[config.mk]
export PLATFORM = sky130hd
export DESIGN_NAME = irq_tree_ctrl
export DESIGN_NICKNAME = d
export VERILOG_FILES = /design/src/rtl/irq_tree_pkg.sv /design/src/rtl/irq_line_cell.sv /design/src/rtl/irq_summary_tree.sv /design/src/rtl/irq_reg_port.sv /design/src/rtl/irq_tree_ctrl.sv
export SDC_FILE = /design/constraint.sdc
export NUM_CORES = 2
export LEC_CHECK = 0
export BUFFER_PORTS_ARGS = -buffer_cell sky130_fd_sc_hd__buf_2
export CAP_MARGIN = 20
export CORE_MARGIN = 1.5
export CORE_UTILIZATION = 62
export DETAILED_ROUTE_END_ITERATION = 8
export PLACE_DENSITY = 0.8
export SLEW_MARGIN = 20
export SYNTH_ARGS = -nofsm -noshare
export SYNTH_HDL_FRONTEND = slang
export SYNTH_SLANG_ARGS = --single-unit
export TNS_END_PERCENT = 30
[constraint.sdc]
create_clock -name clk -period 74.3 [get_ports clk]
set_input_delay 14.86 -clock clk [delete_from_list [all_inputs] [get_ports clk]]
set_output_delay 14.86 -clock clk [all_outputs]
set_load 0.1 [all_outputs]
[src/rtl/irq_tree_pkg.sv]
package irq_tree_pkg;
  localparam int LINES_PER_BLK = 8;
  localparam int BLKS_PER_MST  = 8;
  localparam int ADDR_W        = 10;
  localparam int DATA_W        = 8;
  localparam int MAX_MST       = 4;

  // register offsets from the base address
  localparam int OFS_ROOT = 0;
  localparam int OFS_MST0 = 1;
  localparam int OFS_SEL  = 5;
  localparam int OFS_PEND = 6;
  localparam int OFS_CFG  = 7;
  localparam int OFS_RAW  = 8;
  localparam int OFS_LAST = 8;

  // config byte fields
  localparam int CFG_CLR_BIT = 3;
  localparam int CFG_WEN_BIT = 7;
  localparam int CFG_LN_LSB  = 4;

  typedef struct packed {
    logic mask_rise;
    logic mask_fall;
    logic lvl_sel;
  } line_cfg_t;

  localparam line_cfg_t CFG_RESET = '{mask_rise: 1'b1, mask_fall: 1'b1, lvl_sel: 1'b0};
endpackage

[src/rtl/irq_line_cell.sv]
module irq_line_cell
  import irq_tree_pkg::*;
(
  input  logic      clk,
  input  logic      rst_n,
  input  logic      line_i,
  input  logic      wr_hit_i,
  input  line_cfg_t wr_cfg_i,
  input  logic      wr_clr_i,
  output logic      pend_o,
  output logic      level_o,
  output line_cfg_t cfg_o
);
  logic [1:0] sync_q, sync_d;
  logic       prev_q, prev_d;
  logic       pend_q, pend_d;
  line_cfg_t  cfg_q, cfg_d;
  logic       level, rise, fall, trig;

  assign level = sync_q[1];

  always_comb begin
    rise   = level & ~prev_q;
    fall   = ~level & prev_q;
    if (cfg_q.lvl_sel) begin
      trig = (~cfg_q.mask_rise & level) | (~cfg_q.mask_fall & ~level);
    end else begin
      trig = (~cfg_q.mask_rise & rise) | (~cfg_q.mask_fall & fall);
    end
    sync_d = {sync_q[0], line_i};
    prev_d = level;
    if (wr_hit_i && wr_clr_i) begin
      pend_d = 1'b0;
    end else begin
      pend_d = pend_q | trig;
    end
    cfg_d = wr_hit_i ? wr_cfg_i : cfg_q;
  end

  always_ff @(posedge clk or negedge rst_n) begin
    if (!rst_n) begin
      sync_q <= '0;
      prev_q <= 1'b0;
      pend_q <= 1'b0;
      cfg_q  <= CFG_RESET;
    end else begin
      sync_q <= sync_d;
      prev_q <= prev_d;
      pend_q <= pend_d;
      cfg_q  <= cfg_d;
    end
  end

  assign pend_o  = pend_q;
  assign level_o = level;
  assign cfg_o   = cfg_q;

  AST_CLEAR_WINS: assert property (@(posedge clk) disable iff (!rst_n)
    (wr_hit_i && wr_clr_i) |=> !pend_q);
  AST_DISABLED_QUIET: assert property (@(posedge clk) disable iff (!rst_n)
    (cfg_q.mask_rise && cfg_q.mask_fall && !pend_q) |=> !pend_q);
  AST_RISE_SETS: assert property (@(posedge clk) disable iff (!rst_n)
    (!cfg_q.lvl_sel && !cfg_q.mask_rise && level && !prev_q && !wr_hit_i) |=> pend_q);
endmodule

[src/rtl/irq_summary_tree.sv]
module irq_summary_tree
  import irq_tree_pkg::*;
#(
  parameter int NUM_BLK = 32
) (
  input  logic [NUM_BLK*LINES_PER_BLK-1:0] pend_i,
  output logic [MAX_MST*8-1:0]             mst_o,
  output logic [7:0]                       root_o
);
  localparam int NUM_MST = (NUM_BLK + BLKS_PER_MST - 1) / BLKS_PER_MST;

  logic [NUM_BLK-1:0] blk_any;

  for (genvar b = 0; b < NUM_BLK; b++) begin : g_blk
    assign blk_any[b] = |pend_i[b*LINES_PER_BLK +: LINES_PER_BLK];
  end

  for (genvar m = 0; m < MAX_MST; m++) begin : g_mst
    for (genvar j = 0; j < BLKS_PER_MST; j++) begin : g_bit
      if (m < NUM_MST && (m*BLKS_PER_MST + j) < NUM_BLK) begin : g_used
        assign mst_o[m*8 + j] = blk_any[m*BLKS_PER_MST + j];
      end else begin : g_unused
        assign mst_o[m*8 + j] = 1'b0;
      end
    end
  end

  always_comb begin
    root_o = '0;
    for (int m = 0; m < MAX_MST; m++) begin
      root_o[m+1] = |mst_o[m*8 +: 8];
    end
  end
endmodule

[src/rtl/irq_reg_port.sv]
module irq_reg_port
  import irq_tree_pkg::*;
#(
  parameter int              NUM_BLK   = 32,
  parameter logic [ADDR_W-1:0] BASE_ADDR = 10'h1BB
) (
  input  logic                             clk,
  input  logic                             rst_n,
  input  logic [ADDR_W-1:0]                bus_addr,
  input  logic                             bus_wr,
  input  logic                             bus_rd,
  input  logic [DATA_W-1:0]                bus_wdata,
  output logic [DATA_W-1:0]                bus_rdata,
  input  logic [NUM_BLK*LINES_PER_BLK-1:0] pend_i,
  input  logic [NUM_BLK*LINES_PER_BLK-1:0] level_i,
  input  logic [NUM_BLK*3-1:0]             cfg0_i,
  input  logic [MAX_MST*8-1:0]             mst_i,
  input  logic [7:0]                       root_i,
  output logic [7:0]                       blk_sel_o,
  output logic                             cfg_wr_o
);
  logic [ADDR_W-1:0] off;
  logic              in_map;
  logic [7:0]        sel_q, sel_d;
  logic [7:0]        rd_val;
  logic [7:0]        rdata_q, rdata_d;
  logic              sel_ok;

  always_comb begin
    off    = bus_addr - BASE_ADDR;
    in_map = (bus_addr >= BASE_ADDR) && (off <= ADDR_W'(OFS_LAST));
    sel_ok = (32'(sel_q) < NUM_BLK);
    rd_val = '0;
    if (in_map) begin
      if (off == ADDR_W'(OFS_ROOT)) rd_val = root_i;
      for (int m = 0; m < MAX_MST; m++) begin
        if (off == ADDR_W'(OFS_MST0 + m)) rd_val = mst_i[m*8 +: 8];
      end
      if (off == ADDR_W'(OFS_SEL)) rd_val = sel_q;
      for (int b = 0; b < NUM_BLK; b++) begin
        if (32'(sel_q) == b) begin
          if (off == ADDR_W'(OFS_PEND)) rd_val = pend_i[b*LINES_PER_BLK +: LINES_PER_BLK];
          if (off == ADDR_W'(OFS_RAW))  rd_val = level_i[b*LINES_PER_BLK +: LINES_PER_BLK];
          if (off == ADDR_W'(OFS_CFG))  rd_val = {5'b0, cfg0_i[b*3 +: 3]};
        end
      end
    end
    rdata_d  = bus_rd ? rd_val : '0;
    sel_d    = (bus_wr && in_map && off == ADDR_W'(OFS_SEL)) ? bus_wdata : sel_q;
    cfg_wr_o = bus_wr && in_map && (off == ADDR_W'(OFS_CFG)) && bus_wdata[CFG_WEN_BIT];
  end

  always_ff @(posedge clk or negedge rst_n) begin
    if (!rst_n) begin
      sel_q   <= '0;
      rdata_q <= '0;
    end else begin
      sel_q   <= sel_d;
      rdata_q <= rdata_d;
    end
  end

  assign bus_rdata = rdata_q;
  assign blk_sel_o = sel_q;

  AST_SEL_RANGE: assert property (@(posedge clk) disable iff (!rst_n)
    (bus_rd && in_map && !sel_ok && (off == ADDR_W'(OFS_PEND) || off == ADDR_W'(OFS_RAW)))
    |=> (bus_rdata == 8'h00));
endmodule

[src/rtl/irq_tree_ctrl.sv]
module irq_tree_ctrl
  import irq_tree_pkg::*;
#(
  parameter int                NUM_LINES = 256,
  parameter logic [ADDR_W-1:0] BASE_ADDR = 10'h1BB
) (
  input  logic                 clk,
  input  logic                 rst_n,
  input  logic [ADDR_W-1:0]    bus_addr,
  input  logic                 bus_wr,
  input  logic                 bus_rd,
  input  logic [DATA_W-1:0]    bus_wdata,
  output logic [DATA_W-1:0]    bus_rdata,
  input  logic [NUM_LINES-1:0] line_in,
  output logic                 host_irq
);
  localparam int NUM_BLK = NUM_LINES / LINES_PER_BLK;

  logic [1:0]           rst_q;
  logic                 rst_ni;
  logic [NUM_LINES-1:0] pend_vec, level_vec, hit_vec;
  logic [NUM_BLK*3-1:0] cfg0_vec;
  logic [MAX_MST*8-1:0] mst_vec;
  logic [7:0]           root_val;
  logic [7:0]           blk_sel;
  logic                 cfg_wr;

  // reset: asserted at once, released after two clock edges
  always_ff @(posedge clk or negedge rst_n) begin
    if (!rst_n) rst_q <= 2'b00;
    else        rst_q <= {rst_q[0], 1'b1};
  end
  assign rst_ni = rst_q[1];

  for (genvar n = 0; n < NUM_LINES; n++) begin : g_line
    line_cfg_t cfg_n;
    assign hit_vec[n] = cfg_wr
                     && (32'(blk_sel) == n / LINES_PER_BLK)
                     && (32'(bus_wdata[CFG_LN_LSB +: 3]) == n % LINES_PER_BLK);
    irq_line_cell i_cell (
      .clk      (clk),
      .rst_n    (rst_ni),
      .line_i   (line_in[n]),
      .wr_hit_i (hit_vec[n]),
      .wr_cfg_i (line_cfg_t'(bus_wdata[2:0])),
      .wr_clr_i (bus_wdata[CFG_CLR_BIT]),
      .pend_o   (pend_vec[n]),
      .level_o  (level_vec[n]),
      .cfg_o    (cfg_n)
    );
    if (n % LINES_PER_BLK == 0) begin : g_cfg0
      assign cfg0_vec[(n/LINES_PER_BLK)*3 +: 3] = cfg_n;
    end
  end

  irq_summary_tree #(.NUM_BLK(NUM_BLK)) i_tree (
    .pend_i (pend_vec),
    .mst_o  (mst_vec),
    .root_o (root_val)
  );

  irq_reg_port #(.NUM_BLK(NUM_BLK), .BASE_ADDR(BASE_ADDR)) i_port (
    .clk       (clk),
    .rst_n     (rst_ni),
    .bus_addr  (bus_addr),
    .bus_wr    (bus_wr),
    .bus_rd    (bus_rd),
    .bus_wdata (bus_wdata),
    .bus_rdata (bus_rdata),
    .pend_i    (pend_vec),
    .level_i   (level_vec),
    .cfg0_i    (cfg0_vec),
    .mst_i     (mst_vec),
    .root_i    (root_val),
    .blk_sel_o (blk_sel),
    .cfg_wr_o  (cfg_wr)
  );

  assign host_irq = |root_val;

  AST_IRQ_TRACKS_PEND: assert property (@(posedge clk) disable iff (!rst_ni)
    host_irq == (|pend_vec));
  AST_ONE_HIT: assert property (@(posedge clk) disable iff (!rst_ni)
    $onehot0(hit_vec));
endmodule

==> results.cfg <==
[critical_path]
crit_top_cell = sky130_fd_sc_hd__nor4_1
arrival_ps = 4810
crit_family = simple AND/OR/NAND/NOR gates
worstSetupEndpointType = output pin
endpoint_of_the_worst_register_to_register_path = g_line[17].i_cell.sync_q[1]$_DFF_PN0_
timing.reg2reg.worst_path_depth = 6
cp-start-kind = flip-flop
cpMaxStageDelayCell = sky130_fd_sc_hd__nor4_1
slowest_cell_delay_on_critical_path_ps = 870
cp_max_fo = 3
rr_startpoint = rst_q[1]$_DFF_PN0_
critPathKind = reg2out
cp_data_required_time_ps = 59440
cp.buffers_inverters = 1
critical_path.cell_chain = nor4_1 > nand2_1 > or4_1 > nor4_1 > nand4_1 > buf_2
regToRegSetupSlack_ps = 68770

[floorplan]
num_io_pins = 287
die_area_mm2 = 0.1195
start_util = 0.6255
die_width_um = 345.6
num_rows = 125
design.core.area_mm2 = 0.1164
die_y_um = 345.6

[clocking]
postCtsSetupBuffers = 0
clock_sink_count = 1810
post_cts_resize_count = 0
h_tree_depth = 4
cts_tree = built
cts.root.buffer_cell = sky130_fd_sc_hd__clkbuf_16
hold_buffers = 0
tritoncts_buffer_count = 175
clock_latency_ps = 860
worst_setup_hold_path_clk_slew_ps = 60
cts-root-to-sink-buffers = 3

[sta]
portion_of_the_clock_cycle_consumed_by_the_worst_path_in_the_final_layout = 0.2647
timing.final.setup_violations = 0
clock_skew_ps = 49.60
finalSetupTns_ps = 0
final.min_clock_period_ps = 19670
finalMaxSlewViolations = 0
maxSlewHeadroom = 0.1323
grt_setup_unrepaired = false
tightest_slew_ps = 1302
max_freq_ghz = 0.05085
timing_hold_violations_final = 0
worst_setup_margin_ps = 54630

[global_routing]
globalRouteTotalUtil = 0.4232
number_of_antenna_violations_at_the_first_check_in_global_routing = 20
first_global_vias = 52760
grt_remaining_overflow = 0
wire_length_of_the_first_global_routing_pass_um = 364100
maximum_number_of_pins_on_one_net_before_global_route_repair = 190

[power]
cell_internal_pwr_mw = 1.553
combinationalPowerShare = 0.043
net_switching_power_uw = 483.8
switching_share = 0.2376
powerDensity_mw_per_mm2 = 24.80
static-leakage-power_nw = 35.04
power.sequential.fraction = 0.507
post-layout-total-power_mw = 2.036
power.clock.fraction = 0.450
ir_drop_mv = 0.03316

[routing]
detailed_route_wire_length_um = 251400
drt_iter0_markers = 6085
via_count = 51300
detail_route.wl_per_cell_um = 32.66
final_antenna_net_count = 0
remaining_drc_errors = 0
avgViaCountPerCell = 6.664
dr.pass1.iters = 8

[synth]
postSynthNetCount = 5982
prevailing_post_synth_register_cell = sky130_fd_sc_hd__dfrtp_1
post_synthesis_instance_total = 5704
post_synth_instance_area_mm2 = 0.07278
postSynthRegisterBits = 1810
synth_seq_area_share = 0.6311
synth_edf_count = 0
ys_warn_count = 0
synth-async-reset-ratio = 1.000
synthesis.area_per_instance_um2 = 12.76
netlist-cell-type-count = 94

[status]
run_status = finished clean

[placed_design]
setup_slack_after_placement_ps = 54460
buffer_ports.inserted = 286
hpwlAfterDp_um = 170200
globalplace.congestion = 1.107
placed_area_mm2 = 0.07603

[layout]
syn2layout_area_growth_pct = 12.82
design_area_mm2 = 0.08211
layout_commonest_cell = sky130_fd_sc_hd__dfrtp_1
fraction_of_the_core_area_covered_by_cells_at_the_end_of_the_flow = 0.7056
fraction_of_final_layout_cells_with_drive_strength_greater_than_1 = 0.3199
fin_nets = 6292
mostFrequentLayoutCells = sky130_fd_sc_hd__dfrtp_1, sky130_fd_sc_hd__mux2_2, sky130_fd_sc_hd__nor2_1, sky130_fd_sc_hd__dfstp_2, sky130_fd_sc_hd__a21oi_1

[worst_hold_path]
hp-class = reg2async

[run]
drv.max_cap_violation_count = 0
==> synthesized netlist by cell type, types with 27 or more instances <==
cell type	number	area, µm²
sky130_fd_sc_hd__a21oi_1	423	2117
sky130_fd_sc_hd__mux2_2	731	8232
sky130_fd_sc_hd__o22ai_1	87	544.3
sky130_fd_sc_hd__nor3_1	123	615.6
sky130_fd_sc_hd__nor4_1	83	519.3
sky130_fd_sc_hd__mux2i_1	373	3734
sky130_fd_sc_hd__dfrtp_1	1298	32480
sky130_fd_sc_hd__a211oi_1	106	795.8
sky130_fd_sc_hd__nand2_1	358	1344
sky130_fd_sc_hd__nor2_1	538	2019
sky130_fd_sc_hd__o21a_1	164	1231
sky130_fd_sc_hd__o21ai_0	122	610.6
sky130_fd_sc_hd__dfstp_2	512	13450
sky130_fd_sc_hd__inv_1	99	371.6
sky130_fd_sc_hd__buf_2	27	135.1
sky130_fd_sc_hd__xor2_1	165	1445
sky130_fd_sc_hd__clkbuf_1	183	686.9
==> kinds of logic (layout without fill, tap and decap cells) <==
kind of cell	count (synthesis)	after routing	share of synthesized area
xor gates and xnor gates	165	165	0.01986
buffers and inverters	348	812	0.01950
DFF	1810	1810	0.6311
other	1	7	0.00005153
and+or+nand+nor	1229	1229	0.07487
AOI/OAI and AO/OA	1047	1047	0.09019
muxes	1104	1104	0.1644
==> flip-flops by register name (all words and copies together) (netlist names) <==
register and count:
g_line.i_cell.cfg_o 768, g_line.i_cell.sync_q 512, g_line.i_cell.pend_o 256, g_line.i_cell.prev_q 256, i_port.blk_sel_o 8, i_port.bus_rdata 8
rst_q 2
==> power by group through the flow <==
stage | combinational (mW) | clock (mW) | sequential (mW)
finish | 0.0872 | 0.916 | 1.03
global route | 0.0924 | 0.964 | 1.03
CTS | 0.0856 | 0.923 | 1.03
detailed placement | 0.0844 | 0 | 1.05
global placement | 0.0837 | 0 | 1.05
floorplan | 0.0369 | 0 | 1.05
==> stage by stage <==
step | hold slack [ps] | instances
2_1_floorplan | 331.2 | 5704
3_3_place_gp | 331.3 | 7360
3_5_place_dp | 334.7 | 7360
4_1_cts | 344.0 | 7691
5_1_grt | 349.5 | 7692
6_report | 332.4 | 7698
==> worst max-delay path by stage <==
stage,startpoint,end,slack (ps),cells after the start
3_3_place_gp,bus_addr[1],i_port.bus_rdata[0]$_DFF_PN0_,54520,15
6_report,g_line[181].i_cell.pend_o$_DFF_PN0_,host_irq,54630,6
3_5_place_dp,bus_addr[1],i_port.bus_rdata[0]$_DFF_PN0_,54460,15
5_1_grt,g_line[181].i_cell.pend_o$_DFF_PN0_,host_irq,54910,6
2_1_floorplan,rst_q[1]$_DFF_PN0_,g_line[0].i_cell.cfg_o[0]$_DFFE_PN0P_,21000,0
4_1_cts,g_line[181].i_cell.pend_o$_DFF_PN0_,host_irq,55000,6
==> per-layer routing <==
layer / global-route usage / wire, µm / vias up
met5: 0 / 161 / -
li1: - / - / 20830
met2: 0.6391 / 113400 / 3108
met4: 0.2881 / 19950 / 22
met3: 0.1200 / 25980 / 917
met1: 0.5340 / 91910 / 26430
==> worst reg2reg max path, cell delays in order (launching register included) <==
cell	delay [ps]
sky130_fd_sc_hd__dfrtp_4	800
sky130_fd_sc_hd__buf_12	690
sky130_fd_sc_hd__buf_4	860
sky130_fd_sc_hd__buf_12	620
sky130_fd_sc_hd__buf_4	1080
sky130_fd_sc_hd__buf_4	760
sky130_fd_sc_hd__buf_6	700
==> layout make-up <==
class                      instances  area [µm²]
clock buffer                     258        5102
timing repair buffer             382        2290
clock inverter                    73       915.9
multi-input combinational       3546       25570
inverter                          99       371.6
fill                            7650       34250
tap                             1524        1907
sequential                      1810       45940
antenna                            6       15.01
Note: power is estimated with default switching activity, not from simulation.
